**src/rtl/lockstep_voter_pkg.sv**
```systemverilog
package lockstep_voter_pkg;
  // Smallest voting set in which one faulty unit is still outvoted.
  localparam int unsigned QUORUM_MIN = 3;
endpackage

```
**src/rtl/lv_majority.sv**
```systemverilog
module lv_majority #(
  parameter int unsigned NUM_UNITS = 6,
  parameter int unsigned DATA_W    = 8
) (
  input  logic [NUM_UNITS*DATA_W-1:0] results,
  input  logic [NUM_UNITS-1:0]        active,
  output logic [DATA_W-1:0]           maj,
  output logic                        tie,
  output logic [NUM_UNITS-1:0]        mismatch
);
  localparam int unsigned CNT_W = $clog2(NUM_UNITS + 1);

  logic [CNT_W:0] n_act;
  assign n_act = (CNT_W+1)'($countones(active));

  always_comb begin
    logic [CNT_W:0] ones;
    maj = '0;
    tie = 1'b0;
    for (int b = 0; b < DATA_W; b++) begin
      ones = '0;
      for (int u = 0; u < NUM_UNITS; u++) begin
        if (active[u]) ones = ones + {{CNT_W{1'b0}}, results[u*DATA_W+b]};
      end
      maj[b] = (ones << 1) > n_act;
      if ((ones << 1) == n_act) tie = 1'b1;
    end
  end

  always_comb begin
    for (int u = 0; u < NUM_UNITS; u++) begin
      mismatch[u] = active[u] && (results[u*DATA_W +: DATA_W] != maj);
    end
  end
endmodule

```
**src/rtl/lv_spare_alloc.sv**
```systemverilog
module lv_spare_alloc #(
  parameter int unsigned NUM_UNITS = 6
) (
  input  logic [NUM_UNITS-1:0] spare,
  input  logic [NUM_UNITS-1:0] losers,
  output logic [NUM_UNITS-1:0] grant,
  output logic                 shortfall
);
  localparam int unsigned CNT_W = $clog2(NUM_UNITS + 1);

  always_comb begin
    logic [CNT_W-1:0] need;
    need  = CNT_W'($countones(losers));
    grant = '0;
    for (int i = 0; i < NUM_UNITS; i++) begin
      if (spare[i] && need != '0) begin
        grant[i] = 1'b1;
        need     = need - 1'b1;
      end
    end
    shortfall = (need != '0);
  end
endmodule

```
**src/rtl/lv_reset_timer.sv**
```systemverilog
module lv_reset_timer #(
  parameter int unsigned NUM_UNITS  = 6,
  parameter int unsigned RST_CYCLES = 4
) (
  input  logic                 clk,
  input  logic                 rst_n,
  input  logic [NUM_UNITS-1:0] load,
  output logic [NUM_UNITS-1:0] busy
);
  localparam int unsigned TW = $clog2(RST_CYCLES + 1);

  for (genvar g = 0; g < NUM_UNITS; g++) begin : g_tmr
    logic [TW-1:0] cnt_q, cnt_d;
    logic          cnt_en;

    always_comb begin
      cnt_en = load[g] || (cnt_q != '0);
      cnt_d  = load[g] ? TW'(RST_CYCLES) : cnt_q - 1'b1;
    end

    always_ff @(posedge clk or negedge rst_n) begin
      if (!rst_n)      cnt_q <= '0;
      else if (cnt_en) cnt_q <= cnt_d;
    end

    assign busy[g] = (cnt_q != '0);
  end
endmodule

```
**src/rtl/lockstep_voter.sv**
```systemverilog
module lockstep_voter #(
  parameter int unsigned NUM_UNITS  = 6,
  parameter int unsigned NUM_VOTE   = 4,
  parameter int unsigned DATA_W     = 8,
  parameter int unsigned RST_CYCLES = 4
) (
  input  logic                        clk,
  input  logic                        rst_n,
  input  logic [NUM_UNITS*DATA_W-1:0] unit_result,
  input  logic [NUM_UNITS-1:0]        unit_valid,
  output logic [DATA_W-1:0]           voted_result,
  output logic                        voted_valid,
  output logic                        no_majority,
  output logic [NUM_UNITS-1:0]        unit_reset,
  output logic [NUM_UNITS-1:0]        active_map,
  output logic                        degraded,
  output logic                        alarm
);
  import lockstep_voter_pkg::*;

  localparam logic [NUM_UNITS-1:0] INIT_ACTIVE = NUM_UNITS'((64'd1 << NUM_VOTE) - 64'd1);
  localparam logic [NUM_UNITS-1:0] INIT_SPARE  = ~INIT_ACTIVE;

  logic [NUM_UNITS-1:0] active_q, active_d, spare_q, spare_d;
  logic [DATA_W-1:0]    voted_q;
  logic                 vvalid_q, vvalid_d, nomaj_q, nomaj_d, degr_q, degr_d;

  logic [DATA_W-1:0]    maj;
  logic                 tie, vote_en, reconfig, shortfall;
  logic [NUM_UNITS-1:0] mismatch, losers, grant;

  lv_majority #(.NUM_UNITS(NUM_UNITS), .DATA_W(DATA_W)) u_maj (
    .results (unit_result),
    .active  (active_q),
    .maj     (maj),
    .tie     (tie),
    .mismatch(mismatch)
  );

  lv_spare_alloc #(.NUM_UNITS(NUM_UNITS)) u_alloc (
    .spare    (spare_q),
    .losers   (losers),
    .grant    (grant),
    .shortfall(shortfall)
  );

  lv_reset_timer #(.NUM_UNITS(NUM_UNITS), .RST_CYCLES(RST_CYCLES)) u_tmr (
    .clk  (clk),
    .rst_n(rst_n),
    .load (losers),
    .busy (unit_reset)
  );

  // Next-state logic
  always_comb begin
    vote_en  = (active_q != '0) && ((unit_valid | ~active_q) == '1);
    reconfig = vote_en && !tie;
    losers   = reconfig ? mismatch : '0;
    active_d = (active_q & ~losers) | grant;
    spare_d  = spare_q & ~grant;
    vvalid_d = vote_en;
    nomaj_d  = vote_en && tie;
    degr_d   = degr_q || (reconfig && shortfall);
  end

  // State registers
  always_ff @(posedge clk or negedge rst_n) begin
    if (!rst_n) begin
      active_q <= INIT_ACTIVE;
      spare_q  <= INIT_SPARE;
      vvalid_q <= 1'b0;
      nomaj_q  <= 1'b0;
      degr_q   <= 1'b0;
    end else begin
      active_q <= active_d;
      spare_q  <= spare_d;
      vvalid_q <= vvalid_d;
      nomaj_q  <= nomaj_d;
      degr_q   <= degr_d;
    end
  end

  always_ff @(posedge clk or negedge rst_n) begin
    if (!rst_n)       voted_q <= '0;
    else if (vote_en) voted_q <= maj;
  end

  assign voted_result = voted_q;
  assign voted_valid  = vvalid_q;
  assign no_majority  = nomaj_q;
  assign active_map   = active_q;
  assign degraded     = degr_q;
  assign alarm        = $countones(active_q) < QUORUM_MIN;
endmodule

```
**config.mk**
```make
export PLATFORM = sky130hd
export DESIGN_NAME = lockstep_voter
export DESIGN_NICKNAME = d
export VERILOG_FILES = /design/src/rtl/lockstep_voter_pkg.sv /design/src/rtl/lv_majority.sv /design/src/rtl/lv_spare_alloc.sv /design/src/rtl/lv_reset_timer.sv /design/src/rtl/lockstep_voter.sv
export SDC_FILE = /design/constraint.sdc
export NUM_CORES = 1
export LEC_CHECK = 0
export BUFFER_PORTS_ARGS = -buffer_cell sky130_fd_sc_hd__buf_2
export CAP_MARGIN = 20
export CORE_MARGIN = 5
export CORE_UTILIZATION = 52
export CTS_BUF_LIST = sky130_fd_sc_hd__clkbuf_4
export DETAILED_ROUTE_END_ITERATION = 16
export PLACE_DENSITY_LB_ADDON = 0.2
export SYNTH_ARGS = -nofsm -noshare
export SYNTH_HDL_FRONTEND = slang
export SYNTH_SLANG_ARGS = --single-unit
```
**constraint.sdc**
```tcl
create_clock -name clk -period 15.04 [get_ports clk]
set_input_delay 0 -clock clk [delete_from_list [all_inputs] [get_ports clk]]
set_output_delay 0 -clock clk [all_outputs]
set_load 0.005 [all_outputs]
```
==> results of run 1 <==
[state kept, by name, indices dropped and copies added, names as in the netlist]
| signal | cells |
|---|---|
| u_tmr.g_tmr.cnt_q | 18 |
| voted_result | 8 |
| active_map | 6 |
| spare_q | 6 |
| degraded | 1 |
| no_majority | 1 |
| voted_valid | 1 |
[worst reg2reg max path: cells and delay by family, from the launching register on]
kind	cells	cell delay, ns
xor gates and xnor gates	6	1.45
buffers and inverters	2	0.15
adders and majority gates	22	5.19
DFF	1	0.68
and+or+nand+nor	12	2.44
muxes	5	1.45
AOI/OAI and AO/OA	5	1.62
[kinds of logic after synthesis]
family                     after synthesis  synth area share
buffers and inverters                   50           0.04155
DFF                                     41            0.1691
and+or+nand+nor                        145            0.1314
AOI/OAI and AO/OA                       56           0.06611
adders and majority gates              136            0.2833
muxes                                   88            0.1824
xor gates and xnor gates                85            0.1263
[what timing repair did]
action | in CTS | in global routing
endpoints found under the hold margin | 35 | 0
buffers inserted | 0 | 0
hold buffers | 1 | 0
[path summary, 6_finish.rpt]
path	end	start	slack [ns]	cells after the start
max	degraded$_DFF_PN0_	active_map[0]$_DFF_PN1_	1.91	52
min	active_map[1]$_DFF_PN1_	unit_result[15]	0.11	5
max reg2reg	degraded$_DFF_PN0_	active_map[0]$_DFF_PN1_	1.91	52
min reg2reg	spare_q[5]$_DFF_PN1_	spare_q[5]$_DFF_PN1_	0.51	1
max in group asynchronous	degraded$_DFF_PN0_	rst_n	14.17	2
min in group asynchronous	u_tmr.g_tmr[5].cnt_q[0]$_DFFE_PN0P_	rst_n	0.30	2
[Yosys cell counts (5+ instances only)]
master,n,area share
a21oi_1,7,0.0057
a21oi_2,5,0.0072
and2_1,15,0.015
and2_2,12,0.015
and4b_1,8,0.013
clkbuf_1,6,0.0037
dfrtp_1,35,0.14
dfstp_2,6,0.026
ha_1,132,0.27
inv_1,30,0.018
mux2_2,43,0.079
mux2_4,35,0.086
mux2i_1,6,0.0098
nand2_1,50,0.031
nand2b_1,10,0.010
nand3_1,7,0.0057
nand4_1,10,0.010
nor2_1,14,0.0086
o211ai_1,8,0.0098
o21a_1,5,0.0061
o21ai_0,7,0.0057
xnor2_1,69,0.099
xor2_1,14,0.020
[power by group through the flow]
stage / registers (mW) / logic [mW] / clock network [mW]
after CTS: 0.176 / 0.729 / 0.0765
final: 0.176 / 0.723 / 0.0738
after global routing: 0.180 / 0.808 / 0.0824
after floorplan: 0.162 / 0.563 / 0
after global placement: 0.177 / 0.700 / 0
after detailed placement: 0.178 / 0.725 / 0
[routing by layer]
layer,part of all wire,GRT usage
met5,0,0
met1,0.45,0.2760
met3,0.037,0.02818
met2,0.49,0.3812
met4,0.016,0.05032
[layout make-up]
type | count | area (sq um) | share of cell area
Timing Repair Buffer | 80 | 405.4 | 0.06081
Inverter | 35 | 138.9 | 0.02083
Clock inverter | 2 | 33.78 | 0.005068
Sequential cell | 41 | 1033 | 0.1550
Clock buffer | 6 | 45.04 | 0.006757
Tap cell | 143 | 178.9 | 0.02684
Multi-Input combinational cell | 510 | 4831 | 0.7247
[per-stage QoR]
step / util / setup slack [ns] / hold slack (ns)
2_1_floorplan: - / 3.413 / -0.2956
3_3_place_gp: 0.5736 / 2.392 / 0.1885
3_5_place_dp: 0.5736 / 2.005 / 0.1961
4_1_cts: 0.5813 / 1.906 / 0.1030
5_1_grt: 0.5813 / 1.049 / 0.1162
6_report: 0.5813 / 1.910 / 0.1120
==> results by group, run 1 <==
Finish
  • Fillers: 1009
  • Fin area: 6666 sq um
  • Area delta synth->final: 9.046%
  • Share of cells above drive strength 1: 0.2938
  • Most frequent cells in the layout: ha_1 (132), buf_2 (79), xnor2_1 (69)
  • Most common cell after layout, fill and taps aside: ha_1
  • Diodes inserted: 0
  • Final net count: 865
  • Non-filler cells, final: 817

Global routing
  • First-pass GRT wire length: 24.67 mm
  • Global-route total usage across every layer: 0.2143
  • Pin count of the biggest net entering global routing: 42
  • Grt ovf: 0
  • Initial antenna violation count: 0
  • Vias in the first global route: 4925

Floorplanning
  • Initial Util: 0.5331
  • Row count: 39
  • Die height: 118.4 microns
  • Total core area: 11470 sq um
  • DIE AREA: 14020 sq um
  • Die width: 118.4 microns
  • Ports: 80

Logic synthesis
  • Synth cell types: 53
  • Syn Inst Count: 601
  • Synth warn: 0
  • Synth Area per Inst: 10.17 sq um
  • Synth async-reset ratio: 1.000
  • Seq cells post-synth: 41
  • Post-synth EDFFs: 0
  • Mapped Area: 6113 sq um
  • Top_reg_cell synth: dfrtp_1
  • Synth Net Count: 793
  • Register area share after synthesis: 0.1691

Setup path
  • Worst EP arrival: 13.37 ns
  • CP Max Fanout: 12
  • Crit end category: flop
  • CP delay by family, top: adder cells
  • Crit path max-delay cell type: o41ai_1
  • Worst setup SP type: flop
  • Req. time, crit path: 15.28 ns
  • Crit path buf inv count: 2
  • CP Class: flop to flop
  • Critical path's most frequent cell: ha_1
  • Slowest stage delay, CP: 0.82 ns

Drt
  • Detailed Route Iter0 Violations: 170
  • Wirelength, routed: 14.94 mm
  • Wirelength per Cell: 18.29 microns
  • DRT antenna net count: 0
  • First-pass iteration count of the detailed router: 4
  • Vias: 4679
  • Avg Vias per Cell: 5.727
  • Post-route DRC: 0

Power
  • Leakage: 3.467 nW
  • Worst VDD drop: 66.16 uV
  • Comb pwr share: 0.743
  • Power Dens Cells: 145.9 nW/um^2
  • Flop pwr share: 0.181
  • Cell Int Power: 0.5259 mW
  • Power Total: 0.9728 mW
  • Clk pwr share: 0.076
  • Switching power: 0.4469 mW
  • Sw frac: 0.4594

Job
  • MaxCap Viol Count: 0

Clocking
  • Worst skew pair latency: 0.36 ns
  • Post-CTS Resized: 0
  • TritonCTS clock tree: built
  • CTS root buffer: clkbuf_4
  • TritonCTS Buffers: 5
  • H-tree Lvls: 2
  • CTS Buffer Depth: 2
  • Num Clock Sinks: 41
  • Clk pin slew, worst setup/hold paths: 0.12 ns

Place
  • Number of port buffers: 79
  • Placed Cells: 808
  • DP HPWL: 12.17 mm
  • Placed Area: 6578 sq um
  • GPL Wtd Cong: 0.8578

Hold path
  • Hold crit path type: input port to flop

STA
  • Minimum clock period: 13.13 ns
  • Final Max Slew Viols: 0
  • Final period util: 0.8730
  • RSZ-0062 raised after global routing: no
  • Clk_skew: 0.01043 ns
  • TNS Setup: 0 ns
  • Fmax: 76.16 MHz
  • Final Hold Viols: 0
  • Relative slew slack: 0.2983
  • Count of final setup violators: 0
  • Pin slew with the least headroom to its limit: 1.047 ns

Outcome
  • Status: finished clean
No activity file was read; power rests on OpenSTA's default activity.
==> run 2, diff against run 1 <==
--- a/config.mk
+++ b/config.mk
@@ -12,6 +12,7 @@
 export CTS_BUF_LIST = sky130_fd_sc_hd__clkbuf_4
 export DETAILED_ROUTE_END_ITERATION = 16
 export PLACE_DENSITY_LB_ADDON = 0.2
+export RECOVER_POWER = 50
 export SYNTH_ARGS = -nofsm -noshare
 export SYNTH_HDL_FRONTEND = slang
 export SYNTH_SLANG_ARGS = --single-unit
==> results by group, run 2 (synthesis gave the netlist of run 1 again) <==
STA
  • Pin slew with the least headroom to its limit: 2.219 ns (was 1.047 ns)
  • Count of final setup violators: 0 (unchanged)
  • TNS Setup: 0 ns (unchanged)
  • Final Max Slew Viols: 42 (was 0)
  • Minimum clock period: 13.18 ns (was 13.13 ns)
  • Final period util: 0.8761 (was 0.8730)
  • Final Hold Viols: 0 (unchanged)
  • Relative slew slack: -0.4794 (was 0.2983)
  • Fmax: 75.89 MHz (was 76.16 MHz)
  • Clk_skew: 0.005896 ns (was 0.01043 ns)
  • RSZ-0062 raised after global routing: no (unchanged)

Setup path
  • Critical path's most frequent cell: ha_1 (unchanged)
  • Reg2reg end: degraded$_DFF_PN0_ (unchanged)
  • Req. time, crit path: 15.28 ns (about the same)
  • R2R cell count: 51 (was 52)
  • Worst EP arrival: 13.42 ns (was 13.37 ns)
  • Slowest stage delay, CP: 0.82 ns (about the same)
  • CP Class: flop to flop (unchanged)
  • Crit path max-delay cell type: o41ai_1 (unchanged)
  • CP Max Fanout: 12 (unchanged)
  • R2r startpoint: active_map[1]$_DFF_PN1_ (was active_map[0]$_DFF_PN1_)
  • Crit path buf inv count: 3 (was 2)
  • CP delay by family, top: adder cells (unchanged)
  • Crit end category: flop (unchanged)
  • Worst setup SP type: flop (unchanged)
  • Critical path launch point: active_map[1]$_DFF_PN1_ (was active_map[0]$_DFF_PN1_)
  • Reg2reg setup slack: 1.86 ns (was 1.91 ns)

Outcome
  • Failing checks: max-capacitance violations, max-slew violations
  • Status: finished with violations (was finished clean)

Finish
  • Most common cell after layout, fill and taps aside: ha_1 (unchanged)
  • Final net count: 865 (unchanged)
  • Area occupied by multi-input gates: 4831 sq um (unchanged)
  • Max reg flops: 18 (unchanged)
  • Area delta synth->final: 8.882% (was 9.046%)
  • Top reg by flops: u_tmr.g_tmr.cnt_q (unchanged)
  • Most frequent cells in the layout: ha_1 (132), buf_2 (71), xnor2_1 (69) (was ha_1 (132), buf_2 (79), xnor2_1 (69))
  • Sequential Area: 1033 sq um (unchanged)
  • Share of cells above drive strength 1: 0.2804 (was 0.2938)
  • Final Util: 0.5805 (was 0.5813)
  • Fillers: 1014 (was 1009)
  • Diodes inserted: 0 (unchanged)

Clocking
  • TritonCTS clock tree: built (unchanged)
  • Setup bufs post-CTS: 0 (unchanged)
  • Num Clock Sinks: 41 (unchanged)
  • H-tree Lvls: 2 (unchanged)
  • CTS root buffer: clkbuf_4 (unchanged)
  • Clk pin slew, worst setup/hold paths: 0.12 ns (about the same)
  • CTS Buffer Depth: 2 (unchanged)
  • Worst skew pair latency: 0.36 ns (about the same)
  • TritonCTS Buffers: 5 (unchanged)

Power
  • Clk pwr share: 0.076 (about the same)
  • Comb pwr share: 0.743 (about the same)
  • Leakage: 3.438 nW (was 3.467 nW)
  • Power Dens Cells: 145.8 nW/um^2 (was 145.9 nW/um^2)
  • Worst VDD drop: 66.32 uV (was 66.16 uV)
  • Sw frac: 0.4600 (was 0.4594)
  • Cell Int Power: 0.5242 mW (was 0.5259 mW)
  • Power Total: 0.9707 mW (was 0.9728 mW)
  • Flop pwr share: 0.181 (about the same)
  • Switching power: 0.4465 mW (was 0.4469 mW)

Drt
  • Wirelength per Cell: 18.36 microns (was 18.29 microns)
  • Vias: 4669 (was 4679)
  • Post-route DRC: 0 (unchanged)
  • DRT antenna net count: 0 (unchanged)
  • First-pass iteration count of the detailed router: 4 (unchanged)
  • Wirelength, routed: 15.00 mm (was 14.94 mm)
  • Detailed Route Iter0 Violations: 168 (was 170)
  • Avg Vias per Cell: 5.715 (was 5.727)

Global routing
  • Global-route total usage across every layer: 0.2143 (unchanged)
  • First-pass GRT wire length: 24.67 mm (unchanged)
  • Grt ovf: 0 (unchanged)
  • Vias in the first global route: 4925 (unchanged)
  • Initial antenna violation count: 0 (unchanged)
  • Pin count of the biggest net entering global routing: 42 (unchanged)

Hold path
  • Worst Hold Launch: unit_result[15] (unchanged)
  • Hold path depth: 5 (unchanged)
  • Min-Delay Endpoint: active_map[1]$_DFF_PN1_ (unchanged)
  • Hold crit path type: input port to flop (unchanged)

Job
  • MaxCap Viol Count: 1 (was 0)

Floorplanning
  • Total core area: 11470 sq um (unchanged)
  • Die height: 118.4 microns (unchanged)
  • Die width: 118.4 microns (unchanged)
  • DIE AREA: 14020 sq um (unchanged)
  • Initial Util: 0.5331 (unchanged)
  • Row count: 39 (unchanged)
  • Ports: 80 (unchanged)

Place
  • Number of port buffers: 79 (unchanged)
  • DP HPWL: 12.17 mm (unchanged)
  • GPL Wtd Cong: 0.8578 (unchanged)
## run 2: cell type report
type / count / share of cell area
Tap cell: 143 / 0.02688
Multi-Input combinational cell: 510 / 0.7258
Timing Repair Buffer: 80 / 0.05940
Clock inverter: 2 / 0.005075
Inverter: 35 / 0.02086
Clock buffer: 6 / 0.006767
Sequential cell: 41 / 0.1553
## run 2: repair_timing
| item | 4_1_cts | 5_1_grt |
|---|---|---|
| hold buffers | 1 | 0 |
| gates resized for setup | 0 | 0 |
| hold endpoints to repair | 35 | 0 |
## run 2: layer usage
metal	vias to the layer above	track usage	part of all wire
met5	-	0	0
met4	0	0.05032	0.015
met3	18	0.02818	0.048
met2	98	0.3812	0.50
met1	2268	0.2760	0.44
li1	2285	-	-
## run 2: worst reg2reg max path, delay by kind of cell (launching register included)
kind / cells / cell delay [ns]
compound gates: 5 / 1.63
flops: 1 / 0.77
mux: 5 / 1.54
buf+inv: 3 / 0.43
simple gates: 11 / 2.25
fa+ha+maj: 21 / 4.99
xor+xnor: 6 / 1.45
## run 2: power by group through the flow
stage,Sequential (mW),Combinational (mW),Clock (mW)
finish,0.176,0.721,0.0737
global route,0.180,0.807,0.0824
CTS,0.176,0.729,0.0765
detailed placement,0.178,0.725,0
global placement,0.177,0.700,0
floorplan,0.162,0.563,0
## run 2: metrics by stage
step           setup WS (ns)  hold WS (ns)  instance area [sq um]  instances
2_1_floorplan          3.413       -0.2956                   6113        601
3_3_place_gp           2.392        0.1885                   6578        808
3_5_place_dp           2.005        0.1961                   6578        808
4_1_cts                1.906        0.1030                   6666        817
5_1_grt                1.038        0.1221                   6656        817
6_report               1.863        0.1221                   6656        817
## run 2: worst max-delay path by stage
| stage | slack [ns] | cells past startpoint | to |
|---|---|---|---|
| 2_1_floorplan | 3.41 | 54 | degraded$_DFF_PN0_ |
| 3_3_place_gp | 2.39 | 52 | degraded$_DFF_PN0_ |
| 3_5_place_dp | 2.01 | 52 | degraded$_DFF_PN0_ |
| 4_1_cts | 1.91 | 52 | degraded$_DFF_PN0_ |
| 5_1_grt | 1.04 | 51 | degraded$_DFF_PN0_ |
| 6_report | 1.86 | 51 | degraded$_DFF_PN0_ |
==> run 3, diff against run 2 <==
==> constraint.sdc (replaced) <==
create_clock -name clk -period 13.53 [get_ports clk]
set_input_delay 0 -clock clk [delete_from_list [all_inputs] [get_ports clk]]
set_output_delay 0 -clock clk [all_outputs]
set_load 0.005 [all_outputs]
==> results by group, run 3 (synthesis gave the netlist of run 1 again) <==
Setup path
  • CP Max Fanout: 12 (unchanged)
  • Slowest stage delay, CP: 0.69 ns (was 0.82 ns)
  • Req. time, crit path: 13.77 ns (was 15.28 ns)
  • Worst EP arrival: 13.06 ns (was 13.42 ns)
  • CP Class: flop to flop (unchanged)
  • Critical path's most frequent cell: ha_1 (unchanged)
  • R2R cell count: 50 (was 51)
  • Crit end category: flop (unchanged)
  • Crit path max-delay cell type: dfstp_2 (was o41ai_1)
  • Worst setup SP type: flop (unchanged)

STA
  • TNS Setup: 0 ns (unchanged)
  • Final Max Slew Viols: 42 (unchanged)
  • Clk_skew: 0.009965 ns (was 0.005896 ns)
  • Relative slew slack: -0.4992 (was -0.4794)
  • Final Hold Viols: 0 (unchanged)
  • Pin slew with the least headroom to its limit: 2.249 ns (was 2.219 ns)
  • RSZ-0062 raised after global routing: no (unchanged)
  • Minimum clock period: 12.82 ns (was 13.18 ns)
  • Final period util: 0.9472 (was 0.8761)
  • Count of final setup violators: 0 (unchanged)
  • Fmax: 78.03 MHz (was 75.89 MHz)

Power
  • Power Dens Cells: 166.2 nW/um^2 (was 145.8 nW/um^2)
  • Worst VDD drop: 79.40 uV (was 66.32 uV)
  • Leakage: 3.468 nW (was 3.438 nW)
  • Power Total: 1.119 mW (was 0.9707 mW)

Floorplanning
  • DIE AREA: 14020 sq um (unchanged)
  • Initial Util: 0.5331 (unchanged)
  • Total core area: 11470 sq um (unchanged)
  • Die width: 118.4 microns (unchanged)
  • Row count: 39 (unchanged)
  • Die height: 118.4 microns (unchanged)
  • Ports: 80 (unchanged)

Place
  • Placed Area: 6600 sq um (was 6578 sq um)
  • Number of port buffers: 79 (unchanged)
  • DP HPWL: 12.58 mm (was 12.17 mm)
  • GPL Wtd Cong: 0.8561 (was 0.8578)

Finish
  • Max reg flops: 18 (unchanged)
  • Fillers: 990 (was 1014)
  • Share of cells above drive strength 1: 0.2965 (was 0.2804)
  • Top reg by flops: u_tmr.g_tmr.cnt_q (unchanged)
  • Final net count: 869 (was 865)
  • Most frequent cells in the layout: ha_1 (132), buf_2 (74), xnor2_1 (69) (was ha_1 (132), buf_2 (71), xnor2_1 (69))
  • Most common cell after layout, fill and taps aside: ha_1 (unchanged)
  • Diodes inserted: 0 (unchanged)
  • Area delta synth->final: 10.15% (was 8.882%)
  • Fin area: 6734 sq um (was 6656 sq um)

Clocking
  • CTS root buffer: clkbuf_4 (unchanged)
  • Clk pin slew, worst setup/hold paths: 0.14 ns (was 0.12 ns)
  • H-tree Lvls: 2 (unchanged)
  • Worst skew pair latency: 0.35 ns (was 0.36 ns)
  • Num Clock Sinks: 41 (unchanged)
  • TritonCTS Buffers: 5 (unchanged)
  • CTS Buffer Depth: 2 (unchanged)
  • TritonCTS clock tree: built (unchanged)

Hold path
  • Hold crit path type: input port to flop (unchanged)
  • Hold path depth: 5 (unchanged)

Drt
  • DRT antenna net count: 0 (unchanged)
  • Wirelength, routed: 15.54 mm (was 15.00 mm)
  • Avg Vias per Cell: 5.781 (was 5.715)
  • Vias: 4746 (was 4669)
  • First-pass iteration count of the detailed router: 4 (unchanged)
  • Detailed Route Iter0 Violations: 126 (was 168)
  • Post-route DRC: 0 (unchanged)
  • Wirelength per Cell: 18.92 microns (was 18.36 microns)

Global routing
  • First-pass GRT wire length: 25.31 mm (was 24.67 mm)
  • Global-route total usage across every layer: 0.2187 (was 0.2143)
  • Grt ovf: 0 (unchanged)
  • Initial antenna violation count: 0 (unchanged)
  • Vias in the first global route: 5102 (was 4925)
  • Pin count of the biggest net entering global routing: 42 (unchanged)

Outcome
  • Failing checks: max-capacitance violations, max-slew violations (unchanged)
  • Status: finished with violations (unchanged)

Job
  • MaxCap Viol Count: 1 (unchanged)
[run 3: critical path: cells and delay by family, from the launching register on]
| family | cells | cell delay [ns] |
|---|---|---|
| simple gates | 12 | 2.89 |
| xor+xnor | 4 | 1.16 |
| fa+ha+maj | 22 | 5.33 |
| flops | 1 | 0.69 |
| buf+inv | 2 | 0.14 |
| compound gates | 4 | 0.78 |
| mux | 6 | 1.72 |
[run 3: worst paths after layout]
path                                    startpoint                             endpoint  slack (ns)
hold / removal                     unit_result[15]  u_tmr.g_tmr[1].cnt_q[2]$_DFFE_PN0P_        0.12
setup / recovery           active_map[0]$_DFF_PN1_                   degraded$_DFF_PN0_        0.71
max in group asynchronous                    rst_n          voted_result[6]$_DFFE_PN0P_       11.42
setup reg to reg           active_map[0]$_DFF_PN1_                   degraded$_DFF_PN0_        0.71
min in group asynchronous                    rst_n  u_tmr.g_tmr[5].cnt_q[0]$_DFFE_PN0P_        0.84
hold reg to reg               spare_q[5]$_DFF_PN1_                 spare_q[5]$_DFF_PN1_        0.51
[run 3: metrics by stage]
| step | setup WS, ns | hold WS [ns] | util | std cells |
|---|---|---|---|---|
| 5_1_grt | 0.008853 | 0.1408 | 0.5872 | 821 |
| 2_1_floorplan | 1.903 | -0.2956 | - | 601 |
| 3_3_place_gp | 0.8981 | 0.1859 | 0.5756 | 811 |
| 4_1_cts | 0.2780 | 0.09653 | 0.5833 | 820 |
| 6_report | 0.7149 | 0.1202 | 0.5872 | 821 |
| 3_5_place_dp | 0.3191 | 0.2001 | 0.5756 | 811 |
[run 3: layout make-up]
type,instances,area [sq um],share of cell area
Sequential cell,41,1033,0.1535
Multi-Input combinational cell,510,4871,0.7233
Inverter,35,138.9,0.02062
Clock buffer,5,37.54,0.005574
Clock inverter,3,41.29,0.006132
Timing Repair Buffer,84,432.9,0.06429
Tap cell,143,178.9,0.02657
[run 3: repair_timing]
action | 4_1_cts | 5_1_grt
setup buffers | 0 | 0
hold endpoints to repair | 35 | 0
gates resized for setup | 0 | 7
hold buffers | 1 | 0
endpoints found under the setup margin | 0 | 3
[run 3: power by group]
part / internal [mW] / leakage (nW) / switching (mW)
registers: 0.160 / 0.514 / 0.0363
logic: 0.403 / 2.92 / 0.438
clock network: 0.0383 / 0.0389 / 0.0439
total: 0.601 / 3.47 / 0.518
[run 3: metal layers]
layer | wire [microns] | global-route usage | vias to the layer above
li1 | - | - | 2292
met1 | 6577 | 0.2675 | 2315
met2 | 7941 | 0.3980 | 111
met3 | 663 | 0.03343 | 28
met4 | 355 | 0.06024 | 0
met5 | 0 | 0 | -
